==> config.mk <==
export PLATFORM = sky130hd
export DESIGN_NAME = fpld_unit
export DESIGN_NICKNAME = d
export VERILOG_FILES = /design/src/rtl/fpld_pkg.sv /design/src/rtl/fpld_decode.sv /design/src/rtl/fpld_agen.sv /design/src/rtl/fpld_assemble.sv /design/src/rtl/fpld_seq.sv /design/src/rtl/fpld_unit.sv
export SDC_FILE = /design/constraint.sdc
export NUM_CORES = 1
export LEC_CHECK = 0
export BUFFER_PORTS_ARGS = -buffer_cell sky130_fd_sc_hd__buf_4
export CORE_MARGIN = 3
export CORE_UTILIZATION = 55
export CTS_BUF_LIST = sky130_fd_sc_hd__clkbuf_16
export CTS_CLUSTER_SIZE = 40
export DETAILED_ROUTE_END_ITERATION = 16
export PLACE_DENSITY = 0.82
export SLEW_MARGIN = 0
export SYNTH_ARGS = -nofsm -noshare
export SYNTH_HDL_FRONTEND = slang
export SYNTH_HIERARCHICAL = 1
export SYNTH_SLANG_ARGS = --single-unit
export TNS_END_PERCENT = 1
==> constraint.sdc <==
create_clock -name clk -period 1.9 [get_ports clk]
set_input_delay 0.38 -clock clk [delete_from_list [all_inputs] [get_ports clk]]
set_output_delay 0.38 -clock clk [all_outputs]
set_load 0.02 [all_outputs]
==> src/rtl/fpld_pkg.sv <==
package fpld_pkg;

  // element size code, also the register-file width code
  typedef enum logic [1:0] {
    ESZ_NONE = 2'b00,
    ESZ_HALF = 2'b01,
    ESZ_WORD = 2'b10,
    ESZ_DBL  = 2'b11
  } esz_t;

  localparam int unsigned RN_W   = 4;
  localparam int unsigned VD_W   = 4;
  localparam int unsigned IMM_W  = 8;
  localparam int unsigned IDX_W  = VD_W + 1;
  localparam logic [RN_W-1:0] RN_PC = 4'd15;

  typedef struct packed {
    logic              illegal;
    esz_t              esz;
    logic              add;
    logic [RN_W-1:0]   rn;
    logic [IDX_W-1:0]  dst;
    logic [IMM_W-1:0]  imm;
  } dec_t;

  typedef enum logic [1:0] {
    ST_IDLE = 2'd0,
    ST_REQ  = 2'd1,
    ST_WAIT = 2'd2,
    ST_FIN  = 2'd3
  } st_t;

endpackage

==> src/rtl/fpld_decode.sv <==
module fpld_decode
  import fpld_pkg::*;
(
  input  logic [31:0] insn,
  input  logic        fp16_en,
  output dec_t        dec
);
  logic [1:0]       sz;
  logic             dbit;
  logic [VD_W-1:0]  vd;
  logic             unused_bits;

  assign sz   = insn[9:8];
  assign dbit = insn[22];
  assign vd   = insn[15:12];
  // condition field and fixed opcode bits are not examined here
  assign unused_bits = ^{insn[31:24], insn[21:20], insn[11:10]};

  always_comb begin
    dec.esz     = esz_t'(sz);
    dec.add     = insn[23];
    dec.rn      = insn[19:16];
    dec.imm     = insn[7:0];
    dec.illegal = (sz == 2'b00) || ((sz == 2'b01) && !fp16_en);
    if (sz == 2'b11) dec.dst = {dbit, vd};
    else             dec.dst = {vd, dbit};
  end
endmodule

==> src/rtl/fpld_agen.sv <==
module fpld_agen
  import fpld_pkg::*;
#(
  parameter int unsigned AW = 32
) (
  input  logic [AW-1:0]    base_val,
  input  logic [AW-1:0]    pc_val,
  input  logic [RN_W-1:0]  rn,
  input  logic [IMM_W-1:0] imm,
  input  logic             half,
  input  logic             add,
  output logic [AW-1:0]    addr
);
  localparam int unsigned PADH = AW - IMM_W - 1;
  localparam int unsigned PADW = AW - IMM_W - 2;

  logic [AW-1:0] base;
  logic [AW-1:0] off;

  always_comb begin
    if (rn == RN_PC) base = {pc_val[AW-1:2], 2'b00};
    else             base = base_val;
    if (half) off = {{PADH{1'b0}}, imm, 1'b0};
    else      off = {{PADW{1'b0}}, imm, 2'b00};
    if (add)  addr = base + off;
    else      addr = base - off;
  end
endmodule

==> src/rtl/fpld_assemble.sv <==
module fpld_assemble
  import fpld_pkg::*;
#(
  parameter int unsigned DW = 32
) (
  input  esz_t            esz,
  input  logic            big,
  input  logic [DW-1:0]   first,
  input  logic [DW-1:0]   last,
  output logic [2*DW-1:0] data
);
  localparam int unsigned HW = DW / 2;

  always_comb begin
    case (esz)
      ESZ_HALF: data = {{(DW + HW){1'b0}}, last[HW-1:0]};
      ESZ_WORD: data = {{DW{1'b0}}, last};
      ESZ_DBL:  data = big ? {first, last} : {last, first};
      default:  data = '0;
    endcase
  end
endmodule

==> src/rtl/fpld_seq.sv <==
module fpld_seq
  import fpld_pkg::*;
#(
  parameter int unsigned AW = 32,
  parameter int unsigned DW = 32
) (
  input  logic              clk,
  input  logic              rst_n,
  input  logic              start,
  input  logic              cond_pass,
  input  dec_t              dec,
  input  logic [AW-1:0]     addr0,
  input  logic              big_end,
  output logic              busy,
  output logic              mem_req_valid,
  input  logic              mem_req_ready,
  output logic [AW-1:0]     mem_req_addr,
  output logic              mem_req_half,
  input  logic              mem_rsp_valid,
  input  logic [DW-1:0]     mem_rsp_data,
  output logic              rf_we,
  output logic [IDX_W-1:0]  rf_idx,
  output logic [1:0]        rf_width,
  output logic [2*DW-1:0]   rf_wdata,
  output logic              done,
  output logic              undef
);
  localparam logic [AW-1:0] WSTEP = AW'(DW / 8);

  st_t              st_q,    st_d;
  logic [AW-1:0]    addr_q,  addr_d;
  logic             beat_q,  beat_d;
  esz_t             esz_q,   esz_d;
  logic [IDX_W-1:0] dst_q,   dst_d;
  logic             big_q,   big_d;
  logic [DW-1:0]    w0_q,    w0_d;
  logic [2*DW-1:0]  data_q,  data_d;
  logic             undef_q, undef_d;
  logic             load_q,  load_d;
  logic             en_cmd, en_w0, en_data, en_addr;
  logic [2*DW-1:0]  asm_data;

  fpld_assemble #(.DW(DW)) u_asm (
    .esz   (esz_q),
    .big   (big_q),
    .first (w0_q),
    .last  (mem_rsp_data),
    .data  (asm_data)
  );

  always_comb begin
    st_d    = st_q;
    en_cmd  = 1'b0;
    en_w0   = 1'b0;
    en_data = 1'b0;
    en_addr = 1'b0;
    addr_d  = addr_q;
    beat_d  = beat_q;
    undef_d = undef_q;
    load_d  = load_q;
    esz_d   = dec.esz;
    dst_d   = dec.dst;
    big_d   = big_end;
    w0_d    = mem_rsp_data;
    data_d  = asm_data;
    case (st_q)
      ST_IDLE: begin
        if (start) begin
          en_cmd  = 1'b1;
          en_addr = 1'b1;
          addr_d  = addr0;
          beat_d  = 1'b0;
          if (dec.illegal) begin
            undef_d = 1'b1;
            load_d  = 1'b0;
            st_d    = ST_FIN;
          end else if (!cond_pass) begin
            undef_d = 1'b0;
            load_d  = 1'b0;
            st_d    = ST_FIN;
          end else begin
            undef_d = 1'b0;
            load_d  = 1'b1;
            st_d    = ST_REQ;
          end
        end
      end
      ST_REQ: begin
        if (mem_req_ready) st_d = ST_WAIT;
      end
      ST_WAIT: begin
        if (mem_rsp_valid) begin
          if ((esz_q == ESZ_DBL) && !beat_q) begin
            en_w0   = 1'b1;
            en_addr = 1'b1;
            addr_d  = addr_q + WSTEP;
            beat_d  = 1'b1;
            st_d    = ST_REQ;
          end else begin
            en_data = 1'b1;
            st_d    = ST_FIN;
          end
        end
      end
      ST_FIN: st_d = ST_IDLE;
      default: st_d = ST_IDLE;
    endcase
  end

  always_ff @(posedge clk or negedge rst_n) begin
    if (!rst_n) begin
      st_q    <= ST_IDLE;
      addr_q  <= '0;
      beat_q  <= 1'b0;
      esz_q   <= ESZ_NONE;
      dst_q   <= '0;
      big_q   <= 1'b0;
      w0_q    <= '0;
      data_q  <= '0;
      undef_q <= 1'b0;
      load_q  <= 1'b0;
    end else begin
      st_q <= st_d;
      if (en_addr) begin
        addr_q <= addr_d;
        beat_q <= beat_d;
      end
      if (en_cmd) begin
        esz_q   <= esz_d;
        dst_q   <= dst_d;
        big_q   <= big_d;
        undef_q <= undef_d;
        load_q  <= load_d;
      end
      if (en_w0)   w0_q   <= w0_d;
      if (en_data) data_q <= data_d;
    end
  end

  assign busy          = (st_q != ST_IDLE);
  assign mem_req_valid = (st_q == ST_REQ);
  assign mem_req_addr  = addr_q;
  assign mem_req_half  = (esz_q == ESZ_HALF);
  assign done          = (st_q == ST_FIN);
  assign rf_we         = done && load_q;
  assign undef         = done && undef_q;
  assign rf_idx        = dst_q;
  assign rf_width      = esz_q;
  assign rf_wdata      = data_q;
endmodule

==> src/rtl/fpld_unit.sv <==
module fpld_unit
  import fpld_pkg::*;
#(
  parameter int unsigned AW = 32,
  parameter int unsigned DW = 32
) (
  input  logic              clk,
  input  logic              rst_n,
  input  logic              start,
  input  logic [31:0]       insn,
  input  logic              cond_pass,
  input  logic              fp16_en,
  input  logic [AW-1:0]     base_val,
  input  logic [AW-1:0]     pc_val,
  input  logic              big_end,
  output logic              busy,
  output logic              mem_req_valid,
  input  logic              mem_req_ready,
  output logic [AW-1:0]     mem_req_addr,
  output logic              mem_req_half,
  input  logic              mem_rsp_valid,
  input  logic [DW-1:0]     mem_rsp_data,
  output logic              rf_we,
  output logic [IDX_W-1:0]  rf_idx,
  output logic [1:0]        rf_width,
  output logic [2*DW-1:0]   rf_wdata,
  output logic              done,
  output logic              undef
);
  dec_t          dec;
  logic [AW-1:0] addr0;

  fpld_decode u_dec (
    .insn    (insn),
    .fp16_en (fp16_en),
    .dec     (dec)
  );

  fpld_agen #(.AW(AW)) u_agen (
    .base_val (base_val),
    .pc_val   (pc_val),
    .rn       (dec.rn),
    .imm      (dec.imm),
    .half     (dec.esz == ESZ_HALF),
    .add      (dec.add),
    .addr     (addr0)
  );

  fpld_seq #(.AW(AW), .DW(DW)) u_seq (
    .clk           (clk),
    .rst_n         (rst_n),
    .start         (start),
    .cond_pass     (cond_pass),
    .dec           (dec),
    .addr0         (addr0),
    .big_end       (big_end),
    .busy          (busy),
    .mem_req_valid (mem_req_valid),
    .mem_req_ready (mem_req_ready),
    .mem_req_addr  (mem_req_addr),
    .mem_req_half  (mem_req_half),
    .mem_rsp_valid (mem_rsp_valid),
    .mem_rsp_data  (mem_rsp_data),
    .rf_we         (rf_we),
    .rf_idx        (rf_idx),
    .rf_width      (rf_width),
    .rf_wdata      (rf_wdata),
    .done          (done),
    .undef         (undef)
  );
endmodule

==> metrics.md <==
| Metric | Value |
|---|---|
| Yosys reg bits | between 100 and 150 |
| Vias after detailed routing | ~10000 |
| HP Start | big_end |
| Mapped Area | ~0.010 sq mm |
| Fmax | 239 MHz |
| Wirelength per Cell | between 15 and 20 microns |
| Port Buffer Count | 230 |
| Worst setup path end | u_seq/mem_req_addr[30]$_DFFE_PN0P_ |
| Gpl congestion | around 0.96 |
| Leading area contributor after synthesis | dfrtp_1 |
| Post-synth ARST share | between 90% and 100% |
| Synthesized netlist cell count | 1149 |
| Critical path required time | around 2.2 ns |
| Yosys warns | 6 |
| DRT iter0 DRCs | approximately 1000 |
| Fillers | ~1200 |
| Area grow syn2layout | 36.3% |
| Cell Area, Placed | ~0.013 sq mm |
| R2R depth | 4 |
| Initial antenna violation count | 0 |
| DRT Wirelength | 32600 microns |
| R2r setup slk | around 0.03 ns |
| Period Utilization, post-route | 220% |
| Top FF cell, synth | dfrtp_1 |
| Register area share after synthesis | around 35% |
| Initial core utilization | 56.3% |
| Setup violations, final | 30 |
| Critical Path Source | insn[9] |
| Design Power | around 19000 uW |
| Period minus WS final | between 4 and 5 ns |
| Setup WS post-layout | -2.28 ns |
| Max cap viols | 0 |
| Pre-antenna DRT Iters | 5 |
| Clk sink count | ~140 |
| CP endpoint kind | flip-flop |
| Die Span Y | approximately 140 microns |
| Total global-route track usage | a little under a third |
| Largest net degree at the start of global routing | 47 |
| Post-synth top area share | about a third |
| Pwr dens | between 1000 and 1500 mW/mm^2 |
| Share of cells above drive strength 1 | 40.2% |
| Kind of critical path | in -> reg |
| Row count | about 50 |
| CTS clk-pin slew, worst paths | 0.06 ns |
| Final Skew | between 0.008 and 0.009 ns |
| Number of synthesized flops with an enable pin | 0 |
| R2R Path End | u_seq/mem_req_addr[25]$_DFFE_PN0P_ |
| Vias per inst | 5.98 |
| Leakage | 0.00682 uW |
| Fin area | 0.0139 sq mm |
| Slew Viols, Final | 0 |
| Hold WC Path Type | in -> reg |
| Fin. Hold Viols | 0 |
| # diodes | 0 |
| RSZ-0062 raised after global routing | true |
| Critical path startpoint category | primary input |
| Worst VDD drop | 0.000732 V |
| Synth Area per Inst | slightly below 9 sq um |
| Final ANT Viol Nets | 0 |
| Relative slew slack | 44.5% |
| Full die area | between 0.02 and 0.025 sq mm |
| Clock Tree Root | clkbuf_16 |
| Failing checks | negative setup slack |
| R2R Path Start | u_seq/mem_req_addr[11]$_DFFE_PN0P_ |
| Tightest Pin Transition | 0.828 ns |
| Overflow after GRT | 0 |
| Placed wire-length estimate | 23700 microns |
| Number of global-route vias before repair | 10100 |
| Nets | between 1500 and 2000 |
| Num CTS Buffers | 17 |
| Global-route wire length before repair | between 50000 and 60000 microns |
| H-tree levels | 4 |
| Core ar. | around 0.018 sq mm |
| CTS tree | yes |
| Worst hold margin | between 0.15 and 0.2 ns |
| Synth top area cells | dfrtp_1 (35%), mux2_2 (9.3%), nand2_1 (8.2%), mux2i_1 (3.8%), ha_1 (3.6%) |
| I/O pin cnt | 245 |
| Worst-Skew Late Latency | 0.43 ns |
| CTS max path bufs | 2 |
| Critical path arrival | 4.49 ns |
| Drt drc | 0 |
| Netlist cell types | 87 |
| Syn nets | about 1300 |
| Die span in x | ~140 microns |
| Worst Path Max Fanout | 4 |
| Status | complete, but fails checks |
[flip-flops by register name (all words and copies together) (netlist names), 2 cells and up]
| signal | cells |
|---|---|
| u_seq/w0_q | 32 |
| u_seq/rf_width | 2 |
| u_seq/mem_req_addr | 32 |
| u_seq/rf_idx | 5 |
| u_seq/st_q | 2 |
| u_seq/rf_wdata | 64 |
[through the flow]
step	std cells	setup WS (ns)	setup TNS (ns)	utilization [%]
final	1728	-2.28	-47.64	76.8
after global routing	1728	-2.50	-52.55	76.8
after CTS	1727	-2.15	-44.87	76.2
after detailed placement	1690	-2.88	-64.83	71.9
after global placement	1690	-2.70	-61.08	71.9
after floorplan	1149	-2.64	-59.33	-
[cell type report]
class / count / area [sq um] / share of cell area (%)
well taps: 229 / 287 / 2.06
multi-input cells: 908 / 6250 / 45.0
clock inverters: 15 / 174 / 1.25
flip-flops and latches: 141 / 3530 / 25.4
repair buffers: 405 / 3160 / 22.8
inverters: 13 / 48.8 / 0.352
clock buffers: 17 / 425 / 3.06
[report_power, final]
| group | total (uW) | leakage (uW) | internal [uW] | switching [uW] |
|---|---|---|---|---|
| combinational | 10400 | 0.00472 | 4560 | 5810 |
| sequential | 5570 | 0.00181 | 4320 | 1250 |
| clock | 3420 | 0.000289 | 1980 | 1440 |
| total | 19400 | 0.00682 | 10900 | 8500 |
[layer usage]
layer | up-vias | wire [microns] | global-route usage [%]
met5 | - | 0 | 0
met4 | 0 | 595 | 7.63
met3 | 68 | 2870 | 7.80
met2 | 580 | 15500 | 51.5
met1 | 4911 | 13600 | 42.7
li1 | 4776 | - | -
[synth_stat cells, types with 11 or more instances]
master      n
nand2_1   222
dfrtp_1   141
nor2_1     96
mux2_2     84
a21oi_1    59
o21ai_0    42
nand3_1    40
mux2i_1    39
buf_4      35
ha_1       29
clkbuf_1   22
xnor2_1    22
a32oi_1    20
a21boi_1   16
nand4_1    16
a21o_1     13
mux2_1     13
buf_2      12
inv_1      12
nor3_1     12
a31oi_1    11
and3_1     11
xor2_1     11
[placed cells by master (no fill, tap or decap), types with 7 or more instances in the layout]
| cell type | Yosys | routed |
|---|---|---|
| buf_4 | 35 | 391 |
| nand2_1 | 222 | 220 |
| dfrtp_1 | 141 | 138 |
| nor2_1 | 96 | 91 |
| mux2_2 | 84 | 84 |
| a21oi_1 | 59 | 50 |
| nand3_1 | 40 | 40 |
| mux2i_1 | 39 | 38 |
| ha_1 | 29 | 28 |
| o21ai_0 | 42 | 27 |
| a32oi_1 | 20 | 20 |
| xnor2_1 | 22 | 19 |
| a21boi_1 | 16 | 18 |
| clkbuf_16 | 0 | 17 |
| nand4_1 | 16 | 16 |
| o21ai_1 | 3 | 13 |
| a21o_1 | 13 | 13 |
| mux2_1 | 13 | 13 |
| inv_1 | 12 | 12 |
| xor2_1 | 11 | 11 |
| a21oi_2 | 2 | 11 |
| nor3_1 | 12 | 11 |
| and3_1 | 11 | 11 |
| nand2b_1 | 9 | 9 |
| a31oi_1 | 11 | 9 |
| nor4_1 | 9 | 9 |
| a211oi_1 | 10 | 8 |
| buf_12 | 0 | 8 |
| nor2b_1 | 10 | 7 |
| or3_1 | 7 | 7 |
| o211ai_1 | 7 | 7 |
[repair_timing]
action / 4_1_cts / 5_1_grt
gates resized for setup: 41 / 22
setup endpoints to repair: 33 / 37
hold buffers: 1 / 0
cloned: 0 / 0
buffers inserted: 4 / 1
pin swaps: 34 / 9
endpoints found under the hold margin: 29 / 0
[kinds of logic after synthesis]
logic type | Yosys count | share of synthesized area [%]
compound gates | 224 | 14.6
xor+xnor | 33 | 2.84
fa+ha+maj | 32 | 3.97
buf+inv | 100 | 6.28
flops | 141 | 34.6
mux | 136 | 14.6
simple gates | 483 | 23.1
[how the worst min path moves through the flow]
| stage | cells past startpoint | to |
|---|---|---|
| 3_3_place_gp | 1 | u_seq/rf_wdata[38]$_DFFE_PN0P_ |
| 4_1_cts | 3 | u_seq/big_q$_DFFE_PN0P_ |
| 2_1_floorplan | 0 | u_seq/beat_q$_DFFE_PN0P_ |
| 3_5_place_dp | 1 | u_seq/rf_wdata[40]$_DFFE_PN0P_ |
| 5_1_grt | 3 | u_seq/w0_q[20]$_DFFE_PN0P_ |
| 6_report | 3 | u_seq/big_q$_DFFE_PN0P_ |
[critical path, stage by stage]
cell and delay [ns]:
buf_4 0.12, nor2b_4 0.19, mux2i_4 0.29, ha_4 0.16
nor2b_4 0.15, nand2_2 0.08, a2111oi_4 0.24, nand2_2 0.13
a21oi_2 0.13, ha_1 0.24, nand2_1 0.06, o21ai_1 0.07
ha_1 0.33, nand4_1 0.14, or3_1 0.40, o211ai_1 0.23
buf_4 0.17, o2111ai_2 0.14, nand4_1 0.13, a31oi_2 0.10
xnor2_1 0.14, or3_1 0.31, o21ai_1 0.08, a211oi_1 0.05
Power figures use the tool's default switching activity.
